===== config.mk =====
export PLATFORM = sky130hd
export DESIGN_NAME = rnd_slot_pick
export DESIGN_NICKNAME = d
export VERILOG_FILES = /design/src/rtl/rnd_slot_pick_pkg.sv /design/src/rtl/rnd_seed_reg.sv /design/src/rtl/rnd_mod_unit.sv /design/src/rtl/rnd_slot_pick.sv
export SDC_FILE = /design/constraint.sdc
export NUM_CORES = 1
export LEC_CHECK = 0
export BUFFER_PORTS_ARGS = -buffer_cell sky130_fd_sc_hd__buf_2
export CORE_UTILIZATION = 40
export DETAILED_ROUTE_END_ITERATION = 10
export GPL_TIMING_DRIVEN = 0
export PLACE_DENSITY = 0.55
export SYNTH_ARGS = -nofsm -noshare
export SYNTH_HDL_FRONTEND = slang
export SYNTH_SLANG_ARGS = --single-unit

===== constraint.sdc =====
create_clock -name clk_i -period 6 [get_ports clk_i]
set_input_delay 1.2 -clock clk_i [delete_from_list [all_inputs] [get_ports clk_i]]
set_output_delay 1.2 -clock clk_i [all_outputs]
set_load 0.05 [all_outputs]

===== src/rtl/rnd_slot_pick_pkg.sv =====
package rnd_slot_pick_pkg;

  localparam int unsigned SEED_W = 32;
  localparam int unsigned DRAW_W = SEED_W / 2;
  localparam logic [SEED_W-1:0] LCG_MUL   = 32'd1103515245;
  localparam logic [SEED_W-1:0] LCG_INC   = 32'd12345;
  localparam logic [SEED_W-1:0] SEED_INIT = 32'd1;

  typedef enum logic {
    ST_IDLE = 1'b0,
    ST_WAIT = 1'b1
  } pick_state_e;

  // One generator step, wraps modulo 2^SEED_W
  function automatic logic [SEED_W-1:0] lcg_next(input logic [SEED_W-1:0] s);
    return s * LCG_MUL + LCG_INC;
  endfunction

endpackage


===== src/rtl/rnd_seed_reg.sv =====
module rnd_seed_reg
  import rnd_slot_pick_pkg::*;
(
  input  logic              clk_i,
  input  logic              rst_ni,
  input  logic              advance_i,
  output logic [SEED_W-1:0] seed_o,
  output logic [DRAW_W-1:0] draw_o
);

  logic [SEED_W-1:0] seed_q;
  logic [SEED_W-1:0] seed_nxt;

  assign seed_nxt = lcg_next(seed_q);
  assign seed_o   = seed_q;
  // upper half of the state that the step is about to produce
  assign draw_o   = seed_nxt[SEED_W-1 -: DRAW_W];

  always_ff @(posedge clk_i or negedge rst_ni) begin
    if (!rst_ni) begin
      seed_q <= SEED_INIT;
    end else if (advance_i) begin
      seed_q <= seed_nxt;
    end
  end

endmodule


===== src/rtl/rnd_mod_unit.sv =====
module rnd_mod_unit #(
  parameter int unsigned DVD_W = 16,
  parameter int unsigned DVS_W = 7
) (
  input  logic             clk_i,
  input  logic             rst_ni,
  input  logic             start_i,
  input  logic [DVD_W-1:0] dividend_i,
  input  logic [DVS_W-1:0] divisor_i,
  output logic             done_o,
  output logic [DVS_W-1:0] rem_o
);

  localparam int unsigned STEP_W = $clog2(DVD_W + 1);

  logic [DVD_W-1:0]  dvd_q;
  logic [DVS_W-1:0]  dvs_q;
  logic [DVS_W-1:0]  rem_q;
  logic [STEP_W-1:0] step_q;
  logic              busy_q;
  logic              done_q;

  // restoring step: shift one dividend bit in, subtract when it fits
  function automatic logic [DVS_W-1:0] mod_step(input logic [DVS_W-1:0] r,
                                                input logic             b,
                                                input logic [DVS_W-1:0] d);
    logic [DVS_W:0] t;
    t = {r, b};
    if (t >= {1'b0, d}) t = t - {1'b0, d};
    return DVS_W'(t);
  endfunction

  always_ff @(posedge clk_i or negedge rst_ni) begin
    if (!rst_ni) begin
      dvd_q  <= '0;
      dvs_q  <= '0;
      rem_q  <= '0;
      step_q <= '0;
      busy_q <= 1'b0;
      done_q <= 1'b0;
    end else if (start_i) begin
      dvd_q  <= dividend_i;
      dvs_q  <= divisor_i;
      rem_q  <= '0;
      step_q <= STEP_W'(DVD_W);
      busy_q <= 1'b1;
      done_q <= 1'b0;
    end else if (busy_q) begin
      rem_q  <= mod_step(rem_q, dvd_q[DVD_W-1], dvs_q);
      dvd_q  <= dvd_q << 1;
      step_q <= step_q - STEP_W'(1);
      busy_q <= (step_q != STEP_W'(1));
      done_q <= (step_q == STEP_W'(1));
    end else begin
      done_q <= 1'b0;
    end
  end

  assign done_o = done_q;
  assign rem_o  = rem_q;

endmodule


===== src/rtl/rnd_slot_pick.sv =====
module rnd_slot_pick
  import rnd_slot_pick_pkg::*;
#(
  parameter int unsigned MAX_ENTRIES = 64,
  localparam int unsigned CNT_W = $clog2(MAX_ENTRIES + 1),
  localparam int unsigned IDX_W = $clog2(MAX_ENTRIES)
) (
  input  logic             clk_i,
  input  logic             rst_ni,
  input  logic             req_i,
  input  logic [CNT_W-1:0] total_i,
  input  logic [CNT_W-1:0] wired_i,
  output logic             valid_o,
  output logic [IDX_W-1:0] idx_o
);

  pick_state_e       state_q;
  logic [CNT_W-1:0]  wired_q;
  logic [CNT_W-1:0]  span_q;
  logic [IDX_W-1:0]  prev_q;
  logic [IDX_W-1:0]  idx_q;
  logic              valid_q;

  // named internal events, also observed by the bound checker
  logic              accept_w;
  logic              short_w;
  logic              short_evt_w;
  logic              first_draw_w;
  logic              div_done_w;
  logic              retry_w;
  logic              emit_draw_w;
  logic              advance_w;
  logic [CNT_W-1:0]  span_w;
  logic [CNT_W-1:0]  rem_w;
  logic [CNT_W-1:0]  cand_w;
  logic [SEED_W-1:0] seed_w;
  logic [DRAW_W-1:0] draw_w;

  assign span_w       = total_i - wired_i;
  assign short_w      = (wired_i >= total_i) || (span_w == CNT_W'(1));
  assign accept_w     = (state_q == ST_IDLE) && req_i;
  assign short_evt_w  = accept_w && short_w;
  assign first_draw_w = accept_w && !short_w;
  assign cand_w       = rem_w + wired_q;
  assign retry_w      = (state_q == ST_WAIT) && div_done_w && (cand_w == {1'b0, prev_q});
  assign emit_draw_w  = (state_q == ST_WAIT) && div_done_w && (cand_w != {1'b0, prev_q});
  assign advance_w    = first_draw_w || retry_w;

  rnd_seed_reg u_seed (
    .clk_i     (clk_i),
    .rst_ni    (rst_ni),
    .advance_i (advance_w),
    .seed_o    (seed_w),
    .draw_o    (draw_w)
  );

  rnd_mod_unit #(
    .DVD_W (DRAW_W),
    .DVS_W (CNT_W)
  ) u_mod (
    .clk_i      (clk_i),
    .rst_ni     (rst_ni),
    .start_i    (advance_w),
    .dividend_i (draw_w),
    .divisor_i  (first_draw_w ? span_w : span_q),
    .done_o     (div_done_w),
    .rem_o      (rem_w)
  );

  always_ff @(posedge clk_i or negedge rst_ni) begin
    if (!rst_ni) begin
      state_q <= ST_IDLE;
      wired_q <= '0;
      span_q  <= '0;
      prev_q  <= '0;
      idx_q   <= '0;
      valid_q <= 1'b0;
    end else begin
      valid_q <= 1'b0;
      if (short_evt_w) begin
        idx_q   <= IDX_W'(total_i - CNT_W'(1));
        prev_q  <= IDX_W'(total_i - CNT_W'(1));
        valid_q <= 1'b1;
      end else if (first_draw_w) begin
        wired_q <= wired_i;
        span_q  <= span_w;
        state_q <= ST_WAIT;
      end else if (emit_draw_w) begin
        idx_q   <= IDX_W'(cand_w);
        prev_q  <= IDX_W'(cand_w);
        valid_q <= 1'b1;
        state_q <= ST_IDLE;
      end
    end
  end

  assign valid_o = valid_q;
  assign idx_o   = idx_q;

endmodule


### Word level (Yosys, flattened, before mapping)

Index checks and enable logic that the tools add are counted.

* register bits: 91

* reductions and logical operators: 15
* muxes and demuxes: 20
* multipliers: 1
* equality and inequality tests: 6
* add/subtract/negate cells: 6
* bitwise operators: 2
* magnitude comparators: 2

Operator list (count)
* 32-bit by 14-bit adder with 32-bit output (second input constant): 1
* 32-bit by 31-bit multiplier with 32-bit output (second input constant): 1
* 16-bit 2-to-1 mux: 2
* 7-bit 2-to-1 mux: 4
* 6-bit 2-to-1 mux: 3
* 7-bit subtractor: 2
* 5-bit 2-to-1 mux: 2
* 1-bit 2-to-1 mux: 9
* 8-bit by 7-bit >= comparator with 1-bit output: 1
* 7-bit adder: 1
* 7-bit by 1-bit == test with 1-bit output (second input constant): 1
* 7-bit by 6-bit == test with 1-bit output: 1
* 7-bit >= comparator: 1
* 7-bit by 6-bit != test with 1-bit output: 1
* 1-bit logical AND: 6
* 2-bit AND reduction: 3
* 2-bit nonzero test: 3
* 6-bit by 1-bit subtractor with 6-bit output (second input constant): 1
* 5-bit by 1-bit == test with 1-bit output (second input constant): 1
* 5-bit by 1-bit != test with 1-bit output (second input constant): 1
* 5-bit by 1-bit subtractor with 5-bit output (second input constant): 1
* 1-bit logical OR: 2
* 2-bit != test (second input constant): 1
* 1-bit inverter: 2
* 1-bit logical NOT: 1

### Depth between registers and ports, before layout

Gate-level depths: netlist of the first run.

* word-level depth: 7
* depth in mapped cells: 26

### Hierarchy

Synthesis of the first run repeated with hierarchy kept, for this count alone.

* cell total of the unflattened synthesis: 1485
* area, all modules: 14352.5 sq um

Modules (own cells, without submodules)
* rnd_seed_reg: area an instance 10551.4 sq um, cells an instance 1116, instances 1
* rnd_mod_unit: area an instance 2015.7 sq um, cells an instance 206, instances 1
* rnd_slot_pick: area an instance 1785.5 sq um, cells an instance 163, instances 1

### Worst setup path before layout of the first run

Ideal clock, no wire load.

* kind: reg2reg
* start: register u_seed.seed_q[7] (netlist: u_seed.seed_o[7])
* end: register u_mod.dvd_q[8]
* stages on the path, launching flop included: 23
* slack: -0.551 ns
* required time: 5.861 ns
* arrival time: 6.413 ns
* path buffers: 1
* setup time: 0.139 ns
* path through: dfrtp_1 > ha_1 > fa_1 > fa_1 > inv_1 > fa_1 > inv_1 > ha_1 > inv_1 > fa_1 > inv_1 > fa_1 > fa_1 > ha_1 > a21o_1 > a21oi_1 > nor2b_1 > clkbuf_1 > o21ba_2 > a211o_1 > a311oi_1 > mux2i_1 > or4b_1

* word-level cells in the longest chain between the ends: 3

Ends and longest elaborated chain
* from (decl): line rnd_seed_reg.sv:11 `logic [SEED_W-1:0] seed_q;`
* from (signal assigned): line rnd_seed_reg.sv:23 `seed_q <= seed_nxt;`
* 32-bit by 31-bit multiplier with 32-bit output: line rnd_slot_pick_pkg.sv:16 `return s * LCG_MUL + LCG_INC;`
* 32-bit by 14-bit adder with 32-bit output: line rnd_slot_pick_pkg.sv:16
* 16-bit 2-to-1 mux: line rnd_mod_unit.sv:41 `end else if (start_i) begin`
* to (signal assigned): line rnd_mod_unit.sv:42 `dvd_q <= dividend_i;`
* to (signal assigned): line rnd_mod_unit.sv:50 `dvd_q <= dvd_q << 1;`
* to (decl): line rnd_mod_unit.sv:16 `logic [DVD_W-1:0] dvd_q;`

Every way passes these cells.
A chain may end at the register's enable or synchronous reset.

### Worst setup path after layout of the first run

Ends and elaborated chain as after synthesis.

==> results.txt, run 1 <==
run status: complete, but fails checks
violated checks: negative setup slack
crit share post-route: 110.3%
mux contribution to synthesized area: 1.972%
Synth Area in Compound Gates: 9.708%
Top Layer Used: met4
Pins Over Slew Limit: 0
min-delay worst type: reg -> reg
HP Start: span_q[5]$_DFFE_PN0N_
adder-cell share of the synthesized area: 48.62%
vias per std cell: 4.965
clock sink count: 91
RSZ-0062 raised after global routing: yes
Design Area, Final: 16,190 sq um
largest family of logic cells by synthesized area: adder cells
Worst Tran Pin Value: 967.0 ps
M1 wire length: 17,190 um
TritonCTS clock tree: yes
Mapped Cells: 1,434
Root Buffer: clkbuf_16
Std-Cell Rows: 67
Reg clk slew, reported paths: 70 ps
post-layout util: 47.94%
critical path's top delay family: adder cells
slowest cell on the critical path: dfrtp_4
main flop type after synthesis: dfrtp_1
GP Congestion: 0.9333
largest net degree at the start of global routing: 50
cell area after placement: 14,790 sq um
Clock Skew: 11.87 ps
worst skew pair latency: 350 ps
critical path buffer and inverter count: 5
drt pass-1 iters: 5
Synthesis Warnings: 0
vias in the first global route: 10.71k
post-synthesis sequential element count: 91
Port Buf Inserts: 23
register area share after synthesis: 16.48%
worst reg-to-reg setup slack: -620 ps
CP Depth: 21
DRC violations left: 0
Core Area: 33,780 sq um
ANT cells: 0
initial core utilization: 40.94%
crit end category: flip-flop
CP most frequent cell: fa_2
RR Endpoint: u_mod.dvd_q[8]$_DFFE_PN0P_
multi-input logic area: 10,810 sq um
maximum clock rate: 151.1 MHz
Synth cell types: 66
Final Setup Violations: 32
count of final hold-check violations: 0
H-tree levels: 3
CP endpoint: u_mod.dvd_q[8]$_DFFE_PN0P_
grt total ovfl: 0
CP max FO: 5
FILL cells: 3,159
Total Wirelength: 36,900 um
final antenna-violating net count: 0
setup ws final: -618.5 ps
crit path DAT: 6840 ps
DP HPWL: 30,480 um
starting DRC count in detailed routing: 587
worst-case clock buffer depth: 2
final net count: 1,964
Post-synth ARST share: 100.0%
Placement Setup Slack: -1079 ps
Worst R2R Path Depth: 21
crit path kind: reg -> reg
die area: 35,320 sq um
Die Y: 187.9 um
xor/xnor share of the synthesized area: 4.958%
Critical R2R Launch: u_seed.seed_o[7]$_DFFE_PN0N_
Required @ worst endpoint: 6230 ps
Area Growth Syn to Fin: 17.10%
min cycle time layout: 6619 ps
syn_nets: 1,872
Worst Hold Margin: 485.7 ps
Die X-Extent: 187.9 um
share of cells above drive strength 1: 16.87%
io pins: 24
Storage cell area: 2315 sq um
met3 wire len: 1176 um
via count: 9,816
Crit path largest cell delay: 550 ps
Synth Area per Inst: 9.644 sq um
Avg WL per Cell: 18.67 um
simple logic cell fraction of the synthesized area: 6.758%
Setup crit start: u_seed.seed_o[7]$_DFFE_PN0N_
Total GRT Usage: 21.98%
maxcap violations: 0
CTS buffer count: 9
Netlist Area Pre-Place: 13,830 sq um
crit-path cells: ha_4, buf_12, fa_2, fa_2, inv_2, fa_1, inv_2, ha_4, inv_2, fa_2, inv_2, fa_2, fa_2, ha_4, o211a_1, o31ai_4, a21boi_2, a211o_1, a311oi_2, mux2i_1, or4b_4
first-pass GRT wire length: 59,140 um
number of flops mapped to enable cells by yosys: 0
critical path launch point type: flip-flop
number of antenna violations at the first check in global routing: 0
relative slew slack: 34.69%
routed wl met2: 17,830 um
[worst register-to-register path: stages, from the launching register on]
cell and delay (ps):
dfrtp_4 550, ha_4 330, buf_12 100, fa_2 450, fa_2 550, inv_2 40
fa_1 500, inv_2 50, ha_4 250, inv_2 30, fa_2 550, inv_2 40
fa_2 540, fa_2 470, ha_4 250, o211a_1 150, o31ai_4 80, a21boi_2 120
a211o_1 360, a311oi_2 300, mux2i_1 290, or4b_4 480
[sequential cells by signal, indices dropped and copies added, names as in the netlist, 5 cells and up]
signal / count
span_q: 7
wired_q: 7
idx_o: 6
u_mod.rem_o: 7
u_seed.seed_o: 32
u_mod.step_q: 5
u_mod.dvs_q: 7
u_mod.dvd_q: 16
[worst min-delay path by stage]
stage	end	cells past startpoint
3_5_place_dp	span_q[5]$_DFFE_PN0N_	2
5_1_grt	span_q[2]$_DFFE_PN0N_	1
6_report	span_q[5]$_DFFE_PN0N_	2
2_1_floorplan	span_q[5]$_DFFE_PN0N_	2
3_3_place_gp	span_q[5]$_DFFE_PN0N_	2
4_1_cts	span_q[5]$_DFFE_PN0N_	2
[final cells by class]
cell class	count	share of cell area, %
tap	448	3.461
sequential	91	14.29
buffer	21	0.6490
clock buffer	11	1.499
clock inverter	3	0.2472
timing repair buffer	82	3.886
multi-input combinational	923	66.74
inverter	398	9.225
[repair_timing]
action,in CTS,in global routing
buffers inserted,40,19
resized for setup,105,43
pin swaps,22,22
hold buffers,0,0
endpoints found under the setup margin,34,34
[Yosys cell counts (3+ instances only)]
master,count,area share (%)
clkbuf_1,11,0.30
nor2_1,51,1.4
mux2i_1,16,1.2
nand4_1,5,0.23
buf_1,4,0.11
fa_1,194,28
xnor2_1,52,3.3
mux2_2,10,0.81
ha_1,227,21
a211oi_1,18,0.98
a211o_1,3,0.19
o31ai_1,8,0.43
xor2_1,21,1.3
a21boi_0,4,0.22
nand3_1,12,0.43
nand2_1,65,1.8
o21ai_0,55,2.0
a21o_1,18,0.98
a31oi_1,3,0.14
and3_1,4,0.18
o21a_1,8,0.43
o211ai_1,4,0.22
inv_1,398,11
nor2b_1,14,0.63
a21oi_1,49,1.8
nand2b_1,6,0.27
or4_1,3,0.16
nor3_1,15,0.54
dfrtp_1,90,16
and2_1,7,0.32
o21bai_1,4,0.22
o31a_1,4,0.25
buf_2,5,0.18
[metrics by stage]
stage	setup TNS [ps]	instances
floorplan	-438.1	1434
global placement	-23860	1905
detailed placement	-23700	1906
CTS	-7734	1959
global route	-14290	1977
finish	-10510	1977
[cell families after synthesis]
logic type / count (synthesis)
AO/OA/AOI/OAI: 204
XOR/XNOR: 75
adder cells (fa/ha/maj): 421
buffers and inverters: 420
flip-flops: 91
multiplexers: 26
AND/OR/NAND/NOR: 197
[layer usage]
metal	global-route usage, %	vias to the layer above
li1	-	4685
met1	30.38	4899
met2	37.26	189
met3	1.722	43
met4	5.441	0
met5	0	-
[cell usage in the layout, fill, tap and decap left out, types with 4 or more instances in the layout]
cell / n
o21a_1: 8
buf_2: 27
fa_2: 13
nor3_1: 13
ha_1: 196
o21ai_0: 39
nor2_1: 50
ha_2: 4
a21oi_1: 38
dfrtp_1: 70
o21ai_2: 7
inv_1: 387
o21ai_1: 10
nor2b_1: 13
nand2_1: 61
nand3_1: 10
mux2_2: 9
mux2i_1: 16
fa_1: 181
a211oi_1: 15
o31a_1: 4
dfrtp_2: 17
buf_4: 53
ha_4: 27
clkbuf_16: 9
o211ai_1: 4
inv_2: 11
xor2_1: 18
a21o_1: 17
a21oi_2: 9
buf_6: 4
xnor2_1: 47
o31ai_1: 4
clkbuf_1: 10
nand2b_1: 6
nand4_1: 5
buf_1: 4
and2_1: 6
Power of run 1 is left out: the tool's default activity adds up to more than one toggle a clock period on the data nets, which glitch-free logic cannot reach.
==> inputs of run 2 (changes only) <==
CORE_MARGIN = 2   (was unset)
==> results.txt, run 2 (synthesis gave the netlist of run 1 again) <==
cts hold-fix bufs: 0 (unchanged)
crit path kind: reg -> reg (unchanged)
critical path launch point type: flip-flop (unchanged)
Std-Cell Rows: 68 (was 67)
cell area after placement: 14,800 sq um (was 14,790 sq um)
Core Area: 34,290 sq um (was 33,780 sq um)
maximum clock rate: 152.3 MHz (was 151.1 MHz)
GP Congestion: 0.8820 (was 0.9333)
io pins: 24 (unchanged)
number of antenna violations at the first check in global routing: 0 (unchanged)
grt total ovfl: 0 (unchanged)
Area Growth Syn to Fin: 17.63% (was 17.10%)
crit end category: flip-flop (unchanged)
violated checks: negative setup slack (unchanged)
crit-path cells: buf_6, ha_4, fa_2, fa_1, inv_1, fa_1, fa_1, fa_1, inv_1, fa_1, inv_2, fa_1, inv_2, ha_4, nand3_4, nor3_4, nand2_2, a211oi_4, o211ai_1, buf_4, a21oi_4, o311a_1, a211oi_2 (was ha_4, buf_12, fa_2, fa_2, inv_2, fa_1, inv_2, ha_4, inv_2, fa_2, inv_2, fa_2, fa_2, ha_4, o211a_1, o31ai_4, a21boi_2, a211o_1, a311oi_2, mux2i_1, or4b_4)
relative slew slack: 38.23% (was 34.69%)
via count: 9,894 (was 9,816)
Design Area, Final: 16,270 sq um (was 16,190 sq um)
Crit path largest cell delay: 610 ps (was 550 ps)
Avg WL per Cell: 18.58 um (was 18.67 um)
run status: complete, but fails checks (unchanged)
vias per std cell: 4.977 (was 4.965)
Reg clk slew, reported paths: 80 ps (was 70 ps)
crit path DAT: 6790 ps (was 6840 ps)
drt pass-1 iters: 5 (unchanged)
CP max FO: 5 (unchanged)
RSZ-0062 raised after global routing: yes (unchanged)
largest net degree at the start of global routing: 60 (was 50)
Clock Skew: 17.95 ps (was 11.87 ps)
H-tree levels: 3 (unchanged)
Root Buffer: clkbuf_16 (unchanged)
vias in the first global route: 10.74k (was 10.71k)
worst skew pair latency: 370 ps (was 350 ps)
Worst Tran Pin Value: 914.7 ps (was 967.0 ps)
Port Buf Inserts: 23 (unchanged)
Total Wirelength: 36,940 um (was 36,900 um)
starting DRC count in detailed routing: 524 (was 587)
count of final hold-check violations: 0 (unchanged)
clock sink count: 91 (unchanged)
max FFs per register: 32 (unchanged)
min cycle time layout: 6567 ps (was 6619 ps)
crit share post-route: 109.5% (was 110.3%)
CP most frequent cell: fa_1 (was fa_2)
share of cells above drive strength 1: 17.94% (was 16.87%)
final net count: 1,966 (was 1,964)
die area: 36,080 sq um (was 35,320 sq um)
Total GRT Usage: 21.62% (was 21.98%)
initial core utilization: 40.33% (was 40.94%)
min-delay worst type: reg -> reg (unchanged)
Required @ worst endpoint: 6220 ps (was 6230 ps)
ANT cells: 0 (unchanged)
commonest non-fill, non-tap cell in the layout: inv_1 (unchanged)
setup ws final: -567.4 ps (was -618.5 ps)
DP HPWL: 30,510 um (was 30,480 um)
worst-case clock buffer depth: 2 (unchanged)
Die X-Extent: 189.9 um (was 187.9 um)
CTS buffer count: 9 (unchanged)
slowest cell on the critical path: fa_1 (was dfrtp_4)
Pins Over Slew Limit: 0 (unchanged)
Final Setup Violations: 33 (was 32)
maxcap violations: 0 (unchanged)
most frequent cells in the layout: 381 x inv_1, 195 x ha_1, 179 x fa_1 (was 387 x inv_1, 196 x ha_1, 181 x fa_1)
final antenna-violating net count: 0 (unchanged)
DRC violations left: 0 (unchanged)
first-pass GRT wire length: 58,750 um (was 59,140 um)
Die Y: 189.9 um (was 187.9 um)
TritonCTS clock tree: yes (unchanged)
FILL cells: 3,224 (was 3,159)
run 2: final timing paths:
check                                              from  slack [ps]  depth (start not counted)                      endpoint
min                               span_q[5]$_DFFE_PN0N_         470                          2         span_q[5]$_DFFE_PN0N_
min reg2reg                       span_q[5]$_DFFE_PN0N_         470                          2         span_q[5]$_DFFE_PN0N_
max                        u_seed.seed_o[7]$_DFFE_PN0N_        -570                         23   u_mod.dvd_q[15]$_DFFE_PN0P_
min in group asynchronous                        rst_ni         790                          1          idx_o[1]$_DFFE_PN0P_
max reg2reg                u_seed.seed_o[7]$_DFFE_PN0N_        -570                         23   u_mod.dvd_q[15]$_DFFE_PN0P_
max in group asynchronous                        rst_ni        4520                          2  u_seed.seed_o[0]$_DFFE_PN1N_
run 2: area by class of cell:
| cell class | instances | area (sq um) | area share [%] |
|---|---|---|---|
| inverter | 398 | 1494 | 9.183 |
| clock inverter | 7 | 66.31 | 0.4076 |
| clock buffer | 9 | 225.2 | 1.384 |
| tap | 455 | 569.3 | 3.499 |
| buffer | 20 | 90.09 | 0.5538 |
| sequential | 91 | 2311 | 14.21 |
| timing repair buffer | 85 | 673.1 | 4.138 |
| multi-input combinational | 923 | 10840 | 66.63 |
run 2: per-layer routing:
layer / part of all wire [%] / vias up / global-route usage [%] / wire length [um]
met2: 47 / 200 / 35.51 / 17390
met5: 0 / - / 0 / 0
li1: - / 4712 / - / -
met4: 3.3 / 0 / 7.961 / 1235
met3: 3.9 / 59 / 2.693 / 1432
met1: 46 / 4923 / 29.35 / 16880
run 2: critical path: cells and delay by family (launching register included):
kind / cells / cell delay, ps
fa+ha+maj: 9 / 3950
compound gates: 5 / 930
buf+inv: 6 / 550
flops: 1 / 540
simple gates: 3 / 470
run 2: what timing repair did:
| item | in CTS | in global routing |
|---|---|---|
| resized for setup | 98 | 71 |
| buffers inserted | 40 | 24 |
| pin swaps | 50 | 40 |
| endpoints found under the setup margin | 34 | 34 |
| gates cloned | 0 | 0 |
run 2: through the flow:
step | hold WS (ps) | setup TNS, ps | util (%) | setup WS [ps] | std cells
after floorplan | 435.8 | -438.1 | - | -154.0 | 1434
after global placement | 456.8 | -24300 | 43.07 | -1123 | 1912
after detailed placement | 461.1 | -22630 | 43.15 | -1025 | 1913
after CTS | 478.4 | -10500 | 46.14 | -593.1 | 1967
after global routing | 517.8 | -15210 | 47.45 | -732.3 | 1988
final | 472.7 | -10470 | 47.45 | -567.4 | 1988
Power of run 2 is left out for the same reason.
